### config.mk
export PLATFORM = sky130hd
export DESIGN_NAME = cmpflag_top
export DESIGN_NICKNAME = d
export VERILOG_FILES = /design/src/rtl/cmpflag_pkg.sv /design/src/rtl/cmpflag_regfile.sv /design/src/rtl/cmpflag_int.sv /design/src/rtl/cmpflag_flt.sv /design/src/rtl/cmpflag_top.sv
export SDC_FILE = /design/constraint.sdc
export NUM_CORES = 1
export LEC_CHECK = 0
export BUFFER_PORTS_ARGS = -buffer_cell sky130_fd_sc_hd__buf_4
export CAP_MARGIN = 15
export CORE_MARGIN = 4
export CORE_UTILIZATION = 50
export CTS_CLUSTER_SIZE = 40
export DETAILED_ROUTE_END_ITERATION = 12
export GPL_TIMING_DRIVEN = 0
export HOLD_SLACK_MARGIN = 0.12
export PLACE_DENSITY = 0.75
export SYNTH_ARGS = -nofsm -noshare
export SYNTH_HDL_FRONTEND = slang
export SYNTH_SLANG_ARGS = --single-unit
### constraint.sdc
create_clock -name clk -period 8.5 [get_ports clk]
set_input_delay 1.7 -clock clk [delete_from_list [all_inputs] [get_ports clk]]
set_output_delay 1.7 -clock clk [all_outputs]
set_load 0.02 [all_outputs]
### src/rtl/cmpflag_pkg.sv
package cmpflag_pkg;

  typedef enum logic [1:0] {
    MODE_I32 = 2'd0,
    MODE_I64 = 2'd1,
    MODE_F32 = 2'd2,
    MODE_RSV = 2'd3
  } cmp_mode_e;

  typedef struct packed {
    logic n;
    logic z;
    logic c;
    logic v;
  } nzcv_t;

  localparam int FLAG_WORD_W = 32;
  localparam int FLAG_LSB    = 28;

  function automatic logic [FLAG_WORD_W-1:0] pack_flags(input nzcv_t f);
    logic [FLAG_WORD_W-1:0] w;
    w = '0;
    w[FLAG_LSB+3:FLAG_LSB] = {f.n, f.z, f.c, f.v};
    return w;
  endfunction

endpackage

### src/rtl/cmpflag_regfile.sv
module cmpflag_regfile #(
  parameter int DEPTH = 16,
  parameter int WIDTH = 64,
  localparam int AW = $clog2(DEPTH)
) (
  input  logic             clk,
  input  logic             we,
  input  logic [AW-1:0]    waddr,
  input  logic [WIDTH-1:0] wdata,
  input  logic [AW-1:0]    raddr_a,
  output logic [WIDTH-1:0] rdata_a,
  input  logic [AW-1:0]    raddr_b,
  output logic [WIDTH-1:0] rdata_b
);

  // No reset on the array so it maps onto distributed RAM.
  logic [WIDTH-1:0] mem [DEPTH];

  always_ff @(posedge clk) begin
    if (we) mem[waddr] <= wdata;
  end

  // Asynchronous reads: a same-cycle write is not yet visible.
  assign rdata_a = mem[raddr_a];
  assign rdata_b = mem[raddr_b];

endmodule

### src/rtl/cmpflag_int.sv
module cmpflag_int
  import cmpflag_pkg::*;
#(
  parameter int W = 32
) (
  input  logic [W-1:0] a,
  input  logic [W-1:0] b,
  output nzcv_t        flags
);

  logic [W-1:0] diff;
  logic a_neg, b_neg, r_neg;

  assign diff  = a - b;
  assign a_neg = a[W-1];
  assign b_neg = b[W-1];
  assign r_neg = diff[W-1];

  always_comb begin
    flags.n = r_neg;
    flags.z = (diff == '0);
    // Signed overflow: operands of opposite sign and result sign flipped from a.
    flags.v = (a_neg & ~b_neg & ~r_neg) | (~a_neg & b_neg & r_neg);
    // No-borrow carry from the operand and result sign bits.
    flags.c = (a_neg & ~b_neg) | (a_neg & ~r_neg) | (~b_neg & ~r_neg);
  end

endmodule

### src/rtl/cmpflag_flt.sv
module cmpflag_flt
  import cmpflag_pkg::*;
#(
  parameter int EXP_W = 8,
  parameter int MAN_W = 23,
  localparam int FW = 1 + EXP_W + MAN_W
) (
  input  logic [FW-1:0] a,
  input  logic [FW-1:0] b,
  output nzcv_t         flags
);

  logic          a_sgn, b_sgn;
  logic [FW-2:0] a_mag, b_mag;
  logic          a_nan, b_nan, both_zero;
  logic          mag_lt, mag_gt, eq, lt, gt;

  assign a_sgn = a[FW-1];
  assign b_sgn = b[FW-1];
  assign a_mag = a[FW-2:0];
  assign b_mag = b[FW-2:0];

  assign a_nan = (&a[FW-2:MAN_W]) & (|a[MAN_W-1:0]);
  assign b_nan = (&b[FW-2:MAN_W]) & (|b[MAN_W-1:0]);
  assign both_zero = (a_mag == '0) && (b_mag == '0);

  // Exponent above mantissa makes the magnitude field order like an integer.
  assign mag_lt = a_mag < b_mag;
  assign mag_gt = a_mag > b_mag;

  always_comb begin
    eq = (a == b) | both_zero;
    if (a_sgn != b_sgn) begin
      lt = a_sgn & ~both_zero;
      gt = b_sgn & ~both_zero;
    end else if (!a_sgn) begin
      lt = mag_lt;
      gt = mag_gt;
    end else begin
      lt = mag_gt;
      gt = mag_lt;
    end
  end

  always_comb begin
    if (a_nan | b_nan) begin
      flags = '0;
    end else begin
      flags.n = lt;
      flags.z = eq;
      flags.c = gt;
      flags.v = 1'b0;
    end
  end

endmodule

### src/rtl/cmpflag_top.sv
module cmpflag_top
  import cmpflag_pkg::*;
#(
  parameter int REG_COUNT = 16,
  parameter int REG_W     = 64,
  localparam int IDX_W    = $clog2(REG_COUNT),
  localparam int HALF_W   = REG_W / 2
) (
  input  logic                   clk,
  input  logic                   rst,
  input  logic                   wr_en,
  input  logic [IDX_W-1:0]       wr_idx,
  input  logic [REG_W-1:0]       wr_data,
  input  logic                   cmp_valid,
  input  logic [1:0]             cmp_mode,
  input  logic [IDX_W-1:0]       idx_a,
  input  logic [IDX_W-1:0]       idx_b,
  output logic                   res_valid,
  output logic [FLAG_WORD_W-1:0] res_flags
);

  logic [REG_W-1:0] opa, opb;
  nzcv_t f_i32, f_i64, f_flt, f_sel;

  cmpflag_regfile #(
    .DEPTH (REG_COUNT),
    .WIDTH (REG_W)
  ) u_rf (
    .clk     (clk),
    .we      (wr_en),
    .waddr   (wr_idx),
    .wdata   (wr_data),
    .raddr_a (idx_a),
    .rdata_a (opa),
    .raddr_b (idx_b),
    .rdata_b (opb)
  );

  // Narrow integer compare on the lower halves.
  cmpflag_int #(.W(HALF_W)) u_i32 (
    .a     (opa[HALF_W-1:0]),
    .b     (opb[HALF_W-1:0]),
    .flags (f_i32)
  );

  // Wide integer compare on the whole registers.
  cmpflag_int #(.W(REG_W)) u_i64 (
    .a     (opa),
    .b     (opb),
    .flags (f_i64)
  );

  // Single-precision compare on the upper halves.
  cmpflag_flt u_flt (
    .a     (opa[REG_W-1:HALF_W]),
    .b     (opb[REG_W-1:HALF_W]),
    .flags (f_flt)
  );

  always_comb begin
    case (cmp_mode_e'(cmp_mode))
      MODE_I32: f_sel = f_i32;
      MODE_I64: f_sel = f_i64;
      MODE_F32: f_sel = f_flt;
      default:  f_sel = '0;
    endcase
  end

  always_ff @(posedge clk) begin
    if (rst) begin
      res_valid <= 1'b0;
      res_flags <= '0;
    end else begin
      res_valid <= cmp_valid;
      if (cmp_valid) res_flags <= pack_flags(f_sel);
    end
  end

endmodule

* Yosys cells after proc, flatten, opt, wreduce, memory -nomap -nowiden
Memories as Yosys holds them, arrays and structs flattened. Index checks and enable logic that the tools add are counted.
Storage, ports and cells: register bits after elaboration 5, bits in latches 0, RAM bits 1024, ROM bits 0, output and inout bits 33, logic and storage cells 60, memories 1
Memory list:
- u_rf.mem | depth 16, width 64, read ports 2, clocked after memory_dff 0, wr ports 1, line cmpflag_regfile.sv:17 | logic [WIDTH-1:0] mem [DEPTH];
Operators by class: add/sub/neg operators 2, multipliers 0, div/mod/pow operators 0, magnitude comparators 2, eq/ne operators 4, shift operators 0, multiplexer cells 8, bitwise logic cells 31, reduce and logical (&&, ||, !) cells 10
Operators with widths (count):
- $logic_not 64->1 | 1
- $sub 64x64->64 | 1
- $logic_not 31->1 | 2
- $reduce_or 23->1 | 2
- $eq 32x32->1 | 1
- $logic_not 32->1 | 1
- $sub 32x32->32 | 1
- $gt 31x31->1 | 1
- $lt 31x31->1 | 1
- $and 1x1->1 | 16
- $reduce_and 8->1 | 2
- $pmux 4 s3 | 1
- $or 1x1->1 | 8
- $not 1->1 | 7
- $mux 1 | 6
- $mux 4 | 1
- $eq 2x1->1 const B | 1
- $eq 2x2->1 const B | 1
- $logic_not 2->1 | 1
- $logic_and 1x1->1 | 1
- $ne 1x1->1 | 1

* Depth between registers and ports, before layout
Gate-level depths: netlist of the first run. An unclocked memory read counts as a cell.
word-level depth 8, mapped depth 29, mapped depth without buffers 23

* Cells and area by module
A second synthesis of the first run with hierarchy kept.
Second synthesis, totals: cells, all modules 3334, area, all modules 53892.9 sq um
By module, submodules not included:
- cmpflag_regfile | instances 1, cells an instance 2119, area each 45743.9 sq um, seq. area each 30749.5 sq um
- cmpflag_int at u_i64 | instances 1, cells an instance 690, area each 4360.4 sq um, seq. area each 0.0 sq um
- cmpflag_int at u_i32 | instances 1, cells an instance 309, area each 2204.6 sq um, seq. area each 0.0 sq um
- cmpflag_flt | instances 1, cells an instance 158, area each 1114.8 sq um, seq. area each 0.0 sq um
- cmpflag_top | instances 1, cells an instance 58, area each 469.2 sq um, seq. area each 100.1 sq um

* Least setup slack after synthesis of the first run
No wires, ideal clock.
path kind input to register, start point input idx_a[0], end point register res_flags[30], arrival time 8.577 ns, setup slack -0.164 ns, cell stages on the path 28, path buffers 6, path through clkbuf_1 buf_6 buf_6 buf_2 buf_2 buf_1 mux4_2 mux4_2 ha_1 o21ai_1 a211oi_2 o21ai_2 a2111oi_4 o21ai_2 o41ai_4 a21oi_1 fa_1 nand2_1 nor2_1 o2111a_1 o211ai_1 nor3_1 o2111ai_1 nor4_1 or4b_1 nor4_1 a31oi_1 o31ai_1
On the way: longest elaborated chain between the ends 6, elaborated cells between the ends (all ways) 15
RTL lines:
- from (decl) | line cmpflag_top.sv:16 | input logic [IDX_W-1:0] idx_a,
- $mem_v2 16x64 (*)
- branches (longest 4 deep; another with $sub 64x64->64)
- $pmux 4 s3 (*) | line cmpflag_top.sv:61 | case (cmp_mode_e'(cmp_mode))
- to (signal assigned) | line cmpflag_top.sv:75 | if (cmp_valid) res_flags <= pack_flags(f_sel);
- to (decl) | line cmpflag_top.sv:19 | output logic [FLAG_WORD_W-1:0] res_flags
Every way passes the cells marked *. A chain may end at the register's enable or synchronous reset.

* Final worst setup path of the first run
start point input idx_b[1], end point register res_flags[30]
On the way: longest elaborated chain between the ends 6, elaborated cells between the ends (all ways) 15
RTL lines:
- from (decl) | line cmpflag_top.sv:17 | input logic [IDX_W-1:0] idx_b,
- $mem_v2 16x64 (*)
- branches (longest 4 deep; another with $sub 64x64->64)
- $pmux 4 s3 (*) | line cmpflag_top.sv:61
Marked as above.

==> impl_metrics.ini, run 1 <==
[clock_tree]
path_clk_slew_ns = 0.06
clockBufferDepth = 3
cts_sinks = 1029
cts_buffers = 102
hold_buffers = 0
htree_levels = 3
cts_tree = built
clockRootBuffer = clkbuf_16
worstSkewPairLatency_ns = 0.66

[sta]
finalCritPeriodShare_pct = 97.48
setup_ws_ns = 0.2141
worst_hold_slack_ns = 0.5185
fin_crit_ns = 8.286
finalHoldViolations = 0
tightest_slew_ns = 1.004
maxSlewViolCount = 0
rsz0062_at_grt = no
fin_setup_tns_ns = 0
fin_skew_ns = 0.01866
finalSetupViolCount = 0
maxSlewHeadroom_pct = 33.09
fmax_mhz = 120.7

[route]
post-route-drc-count = 0
vias = 30850
wl_per_cell_microns = 34.11
postRouteAntennaNets = 0
drt_iter0_drc = 4942
viasPerCell = 7.017
routed_wl_mm = 150.0
firstDrtPassIters = 5

[final_layout]
final_common_cell = edfxtp_1
final_cell_mix = edfxtp_1 (1024), mux4_2 (640), buf_4 (138)
areaGrowthSynthToFinish_pct = 14.77
drive_gt1_share_pct = 37.15
fin_area_sq_um = 58600
ff_latch_area_sq_um = 30850
finalNetCount = 3108
nFillCells = 7226
multiInputGateArea_sq_um = 19250

[yosys]
async_reset_ff_share_pct = 0
postSynthAreaPerCell_sq_um = 19.17
syn_inst = 2664
synth_top_flop_cell = edfxtp_1
synth_top_area_cell = edfxtp_1
yosysWarningCount = 0
synth_edf_count = 1024
synth_area_sq_um = 51060
yosysSeqAreaShare_pct = 60.42
synth_top_cell_area_share_pct = 60.23
synth_seq_cells = 1029
synth.area.top_cells = edfxtp_1 (60%), mux4_2 (28%), ha_1 (1.6%)
synth_cell_types = 75

[floorplan]
num_io_pins = 115
die_w_microns = 327.6
core_area_sq_um = 100700
die_h_microns = 327.6
start_util_pct = 50.69
design.die.area_sq_um = 107300
num_rows = 116

[global_routing]
grt_util_all_layers_pct = 27.98
antenna_found_initial = 5
grt_overflow = 0
grt_pass1_vias = 31810
grt_pass1_wl_mm = 217.2
grt_max_degree = 22

[power_and_ir_drop]
pwr-share-seq_pct = 47.6
power_density_nw_per_um2 = 205.7
power.total_w = 0.01205
clockPowerShare_pct = 36.3
peakVddDrop_v = 0.0001450
p_sw_w = 0.003085
leakagePower_nw = 18.94
p_int_w = 0.008968
switching_share_pct = 25.60
power_frac_comb_pct = 16.1

[critical_path]
worstPathArrival_ns = 8.86
start_kind = primary input
cp.required_ns = 9.07
crit_path_end_kind = register
cp_max_fo = 10
crit_type = primary input to register

[outcome]
outcome = completed

[placed_design]
place_congestion = 0.9356
dp_slack_ns = -2.538
portBuffers = 77
dp_hpwl_mm = 102.9
placed_area_sq_um = 54860

[worst_hold_path]
hold_class = register to register

[run]
maxCapViolCount = 0
==> per-layer routing <==
metal | up-vias | global-route usage (%) | wire, microns
met5 | - | 0 | 0
met4 | 0 | 10.35 | 5805
met3 | 430 | 7.873 | 19160
met2 | 2296 | 43.90 | 71520
met1 | 16080 | 37.89 | 53490
li1 | 12050 | - | -
==> path summary, 6_finish.rpt <==
| check | from | to | slack, ns | depth (start not counted) |
|---|---|---|---|---|
| worst max-delay path | idx_b[1] | res_flags[30] | 0.21 | 27 |
| worst min-delay path | res_flags[29] | res_flags[29] | 0.52 | 2 |
| worst max register to register | u_rf.mem[15][2] | res_flags[30] | 1.83 | 22 |
| worst min register to register | res_flags[29] | res_flags[29] | 0.52 | 2 |
==> worst max-delay path, cell delays in order <==
cell and delay [ns]:
clkbuf_4 0.26, buf_4 0.29, clkbuf_2 0.28, buf_4 0.35, mux4_2 0.36, mux4_2 0.47, inv_1 0.12, ha_1 0.26
a21oi_1 0.14, o21ai_1 0.19, o21ai_2 0.14, a2111oi_4 0.51, o21ai_4 0.17, o41ai_4 0.47, a21oi_2 0.11, fa_1 0.59
nand2_1 0.08, nor2_1 0.16, o2111a_1 0.24, o211ai_1 0.11, nor3_1 0.22, o2111ai_1 0.16, nor4_1 0.25, or4b_4 0.53
nor4_4 0.22, a31oi_1 0.16, o31ai_1 0.27
==> sequential cells by signal, indices dropped and copies added, names as in the netlist <==
signal and cells:
res_valid 1, res_flags 4, u_rf.mem 1024
==> cells in the mapped netlist, types with 8 or more instances <==
cell      count
a211oi_1     10
o21ai_1       8
edfxtp_1   1024
a21o_1       11
a21oi_1     107
nand2_1     101
mux4_2      640
nor4_1       21
nand2b_1      9
nand3_1      20
o211ai_1     10
xor2_1       15
ha_1         67
nand4_1      29
o21bai_1      9
clkbuf_1     78
nor2_1       96
buf_2        34
nor3_1       27
buf_1        43
buf_4        33
o21ai_0      55
xnor2_1      18
inv_1        81
==> stage by stage <==
step / std cells / utilization, %
finish: 4397 / 58.17
floorplan: 2691 / -
global route: 4393 / 58.16
global placement: 4125 / 53.05
CTS: 4384 / 57.92
detailed placement: 4202 / 54.46
==> power groups by stage <==
stage / Clock [W] / Combinational (W) / Sequential (W)
after floorplan: 0 / 0.00125 / 0.00583
after global placement: 0 / 0.00180 / 0.00584
after detailed placement: 0 / 0.00186 / 0.00584
after CTS: 0.00441 / 0.00190 / 0.00573
after global routing: 0.00465 / 0.00207 / 0.00574
final: 0.00437 / 0.00194 / 0.00573
==> final cells by class <==
cell class	count	share of cell area, %
inverter	81	0.5189
antenna	6	0.02562
timing repair buffer	167	3.427
tap	1357	2.898
clock inverter	60	0.9352
multi-input combinational	1391	32.86
clock buffer	121	4.478
buffer	185	2.212
sequential	1029	52.65
==> logic make-up after synthesis <==
| family | share of synthesized area (%) |
|---|---|
| DFF | 60.42 |
| muxes | 28.39 |
| adders and majority gates | 1.720 |
| other | 0.007345 |
| buffers and inverters | 2.348 |
| xor gates and xnor gates | 0.5661 |
| and+or+nand+nor | 3.034 |
| AOI/OAI and AO/OA | 3.509 |
==> timing repair <==
action | in CTS | in global routing
endpoints found under the hold margin | 0 | 0
setup endpoints to repair | 3 | 1
resized for setup | 168 | 112
pin swaps | 2 | 2
buffers inserted | 2 | 7
No activity file was read; power rests on OpenSTA's default activity.
==> run 2: changes to the inputs <==
- CELL_PAD_IN_SITES_DETAIL_PLACEMENT: unset -> 1
- CELL_PAD_IN_SITES_GLOBAL_PLACEMENT: unset -> 1
- PLACE_DENSITY: 0.75 -> 0.82
- RECOVER_POWER: unset -> 25
==> run 2 against run 1 <==
Compared with the run above:
- sequential power about the same
- critical endpoint unchanged
- global-route usage increased by 2.7 points
- flip-flop and latch count stayed put
- non-clock buffer count is 3 higher
- clock power rose by 3%
- critical path type unchanged
- cell area shrank 0.25%
- largest cell class unchanged
- first-iteration DRC count rose by 2.5%
==> impl_metrics.ini, run 2 (synthesis results as in run 1) <==
[critical_path]
cp.required_ns = 9.12
cp_max_fo = 19
worstPathArrival_ns = 8.79
crit_path_end_kind = register
crit_start = idx_b[0]
r2r-start = u_rf.mem[14][50]
start_kind = primary input
crit_type = primary input to register

[global_routing]
grt_pass1_vias = 33470
grt.met2_usage_pct = 48.84
grt_max_degree = 22
grt_overflow = 0
grt_util_all_layers_pct = 30.66
met3_usage_pct = 7.540
antenna_found_initial = 15
gr-max-usage-layer = met2
use_met1_pct = 41.19
grt_pass1_wl_mm = 236.5

[sta]
maxSlewHeadroom_pct = 24.61
fin_skew_ns = 0.02062
finalSetupViolCount = 0
tightest_slew_ns = 1.131
finalHoldViolations = 0
fin_crit_ns = 8.173
fin_setup_tns_ns = 0
finalCritPeriodShare_pct = 96.15
fmax_mhz = 122.4
maxSlewViolCount = 0

[route]
routed_wl_mm = 164.4
wl_per_cell_microns = 37.24
postRouteAntennaNets = 0
vias = 31640
drt_iter0_drc = 5068
post-route-drc-count = 0
firstDrtPassIters = 6
viasPerCell = 7.169

[power_and_ir_drop]
power_density_nw_per_um2 = 209.4
leakagePower_nw = 18.81
power.total_w = 0.01224
peakVddDrop_v = 0.0002611

[final_layout]
top_register = u_rf.mem
utilization_pct = 58.03
final_cell_mix = edfxtp_1 (1024), mux4_2 (640), a21oi_1 (107), clkbuf_16 (107), nand2_1 (101)
largest_register_ffs = 1024
finalNetCount = 3116
areaGrowthSynthToFinish_pct = 14.48
fin_area_sq_um = 58450
nFillCells = 8820
largest_registers = u_rf.mem: 1024 flops, res_flags: 4 flops, res_valid: 1 flops
final_common_cell = edfxtp_1
drive_gt1_share_pct = 36.18

[clock_tree]
cts_tree = built
htree_levels = 3
clockBufferDepth = 3
worstSkewPairLatency_ns = 0.71
cts_sinks = 1029
clockRootBuffer = clkbuf_16
path_clk_slew_ns = 0.06
hold_buffers = 0
cts_buffers = 107

[placed_design]
portBuffers = 77
placed_area_sq_um = 54870
place_congestion = 0.9165
dp_hpwl_mm = 112.9

[floorplan]
start_util_pct = 50.69
core_area_sq_um = 100700
num_io_pins = 115
design.die.area_sq_um = 107300
die_w_microns = 327.6
num_rows = 116
die_h_microns = 327.6

[run]
maxCapViolCount = 0

[worst_hold_path]
worstHoldStart = res_flags[29]
hold_class = register to register

[outcome]
outcome = completed
==> run 2: changes by cell type in the layout (fill, tap and decap cells not counted), moves of 8 or more <==
| cell | before | now |
|---|---|---|
| clkbuf_1 | 42 | 85 |
| buf_4 | 138 | 87 |
| clkinv_2 | 19 | 31 |
| buf_2 | 22 | 30 |
==> run 2: final timing paths <==
path                            cells after the start  slack, ns             to
worst min register to register                      2       0.63  res_flags[29]
worst max register to register                     22       2.05  res_flags[30]
worst min-delay path                                2       0.63  res_flags[29]
worst max-delay path                               27       0.33  res_flags[30]
==> run 2: critical path, stage by stage <==
cell       delay [ns]
clkbuf_1         0.34
buf_12           0.28
buf_2            0.30
buf_4            0.25
buf_8            0.19
mux4_2           0.51
mux4_2           0.47
inv_1            0.14
ha_2             0.28
a21oi_1          0.12
o21a_1           0.27
a2111oi_4        0.45
o21ai_2          0.19
o41ai_4          0.27
a21oi_1          0.15
fa_1             0.59
nand2_1          0.09
nor2_1           0.16
o2111a_1         0.21
o211ai_1         0.08
nor3_1           0.20
o2111ai_1        0.14
nor4_1           0.24
or4b_1           0.52
nor4_2           0.20
a31oi_1          0.14
o31ai_1          0.27
==> run 2: timing repair <==
action	in CTS	in global routing
setup endpoints to repair	2	1
setup buffers	1	6
resized for setup	135	85
endpoints found under the hold margin	0	0
pin swaps	1	2
==> run 2: layout make-up <==
type,instances,area [sq um],share of cell area (%)
clock buffer,120,2726,4.664
buffer,185,1174,2.008
timing repair buffer,170,1862,3.185
inverter,81,304.0,0.5202
sequential,1029,30850,52.78
antenna,5,12.51,0.02141
tap,1357,1698,2.905
multi-input combinational,1391,19230,32.91
clock inverter,75,590.6,1.010
==> run 2: where the power goes <==
group / switching [W] / internal, W
Combinational: 0.00120 / 0.000778
Clock: 0.00206 / 0.00245
Sequential: 0.0000545 / 0.00569
Total: 0.00332 / 0.00892
==> run 2: layer usage <==
layer	vias to the layer above	wire length, microns
met1	16610	58800
li1	12070	-
met4	14	6514
met2	2485	79170
met5	-	78
met3	460	19800
==> run 2: stage by stage <==
stage,hold WS [ns],setup slack [ns],instances
2_1_floorplan,0.5656,0.008101,2691
3_3_place_gp,0.5894,-5.918,4125
3_5_place_dp,0.5960,-2.407,4205
4_1_cts,0.6067,0.005137,4400
5_1_grt,0.6457,-0.03207,4411
6_report,0.6302,0.3273,4413
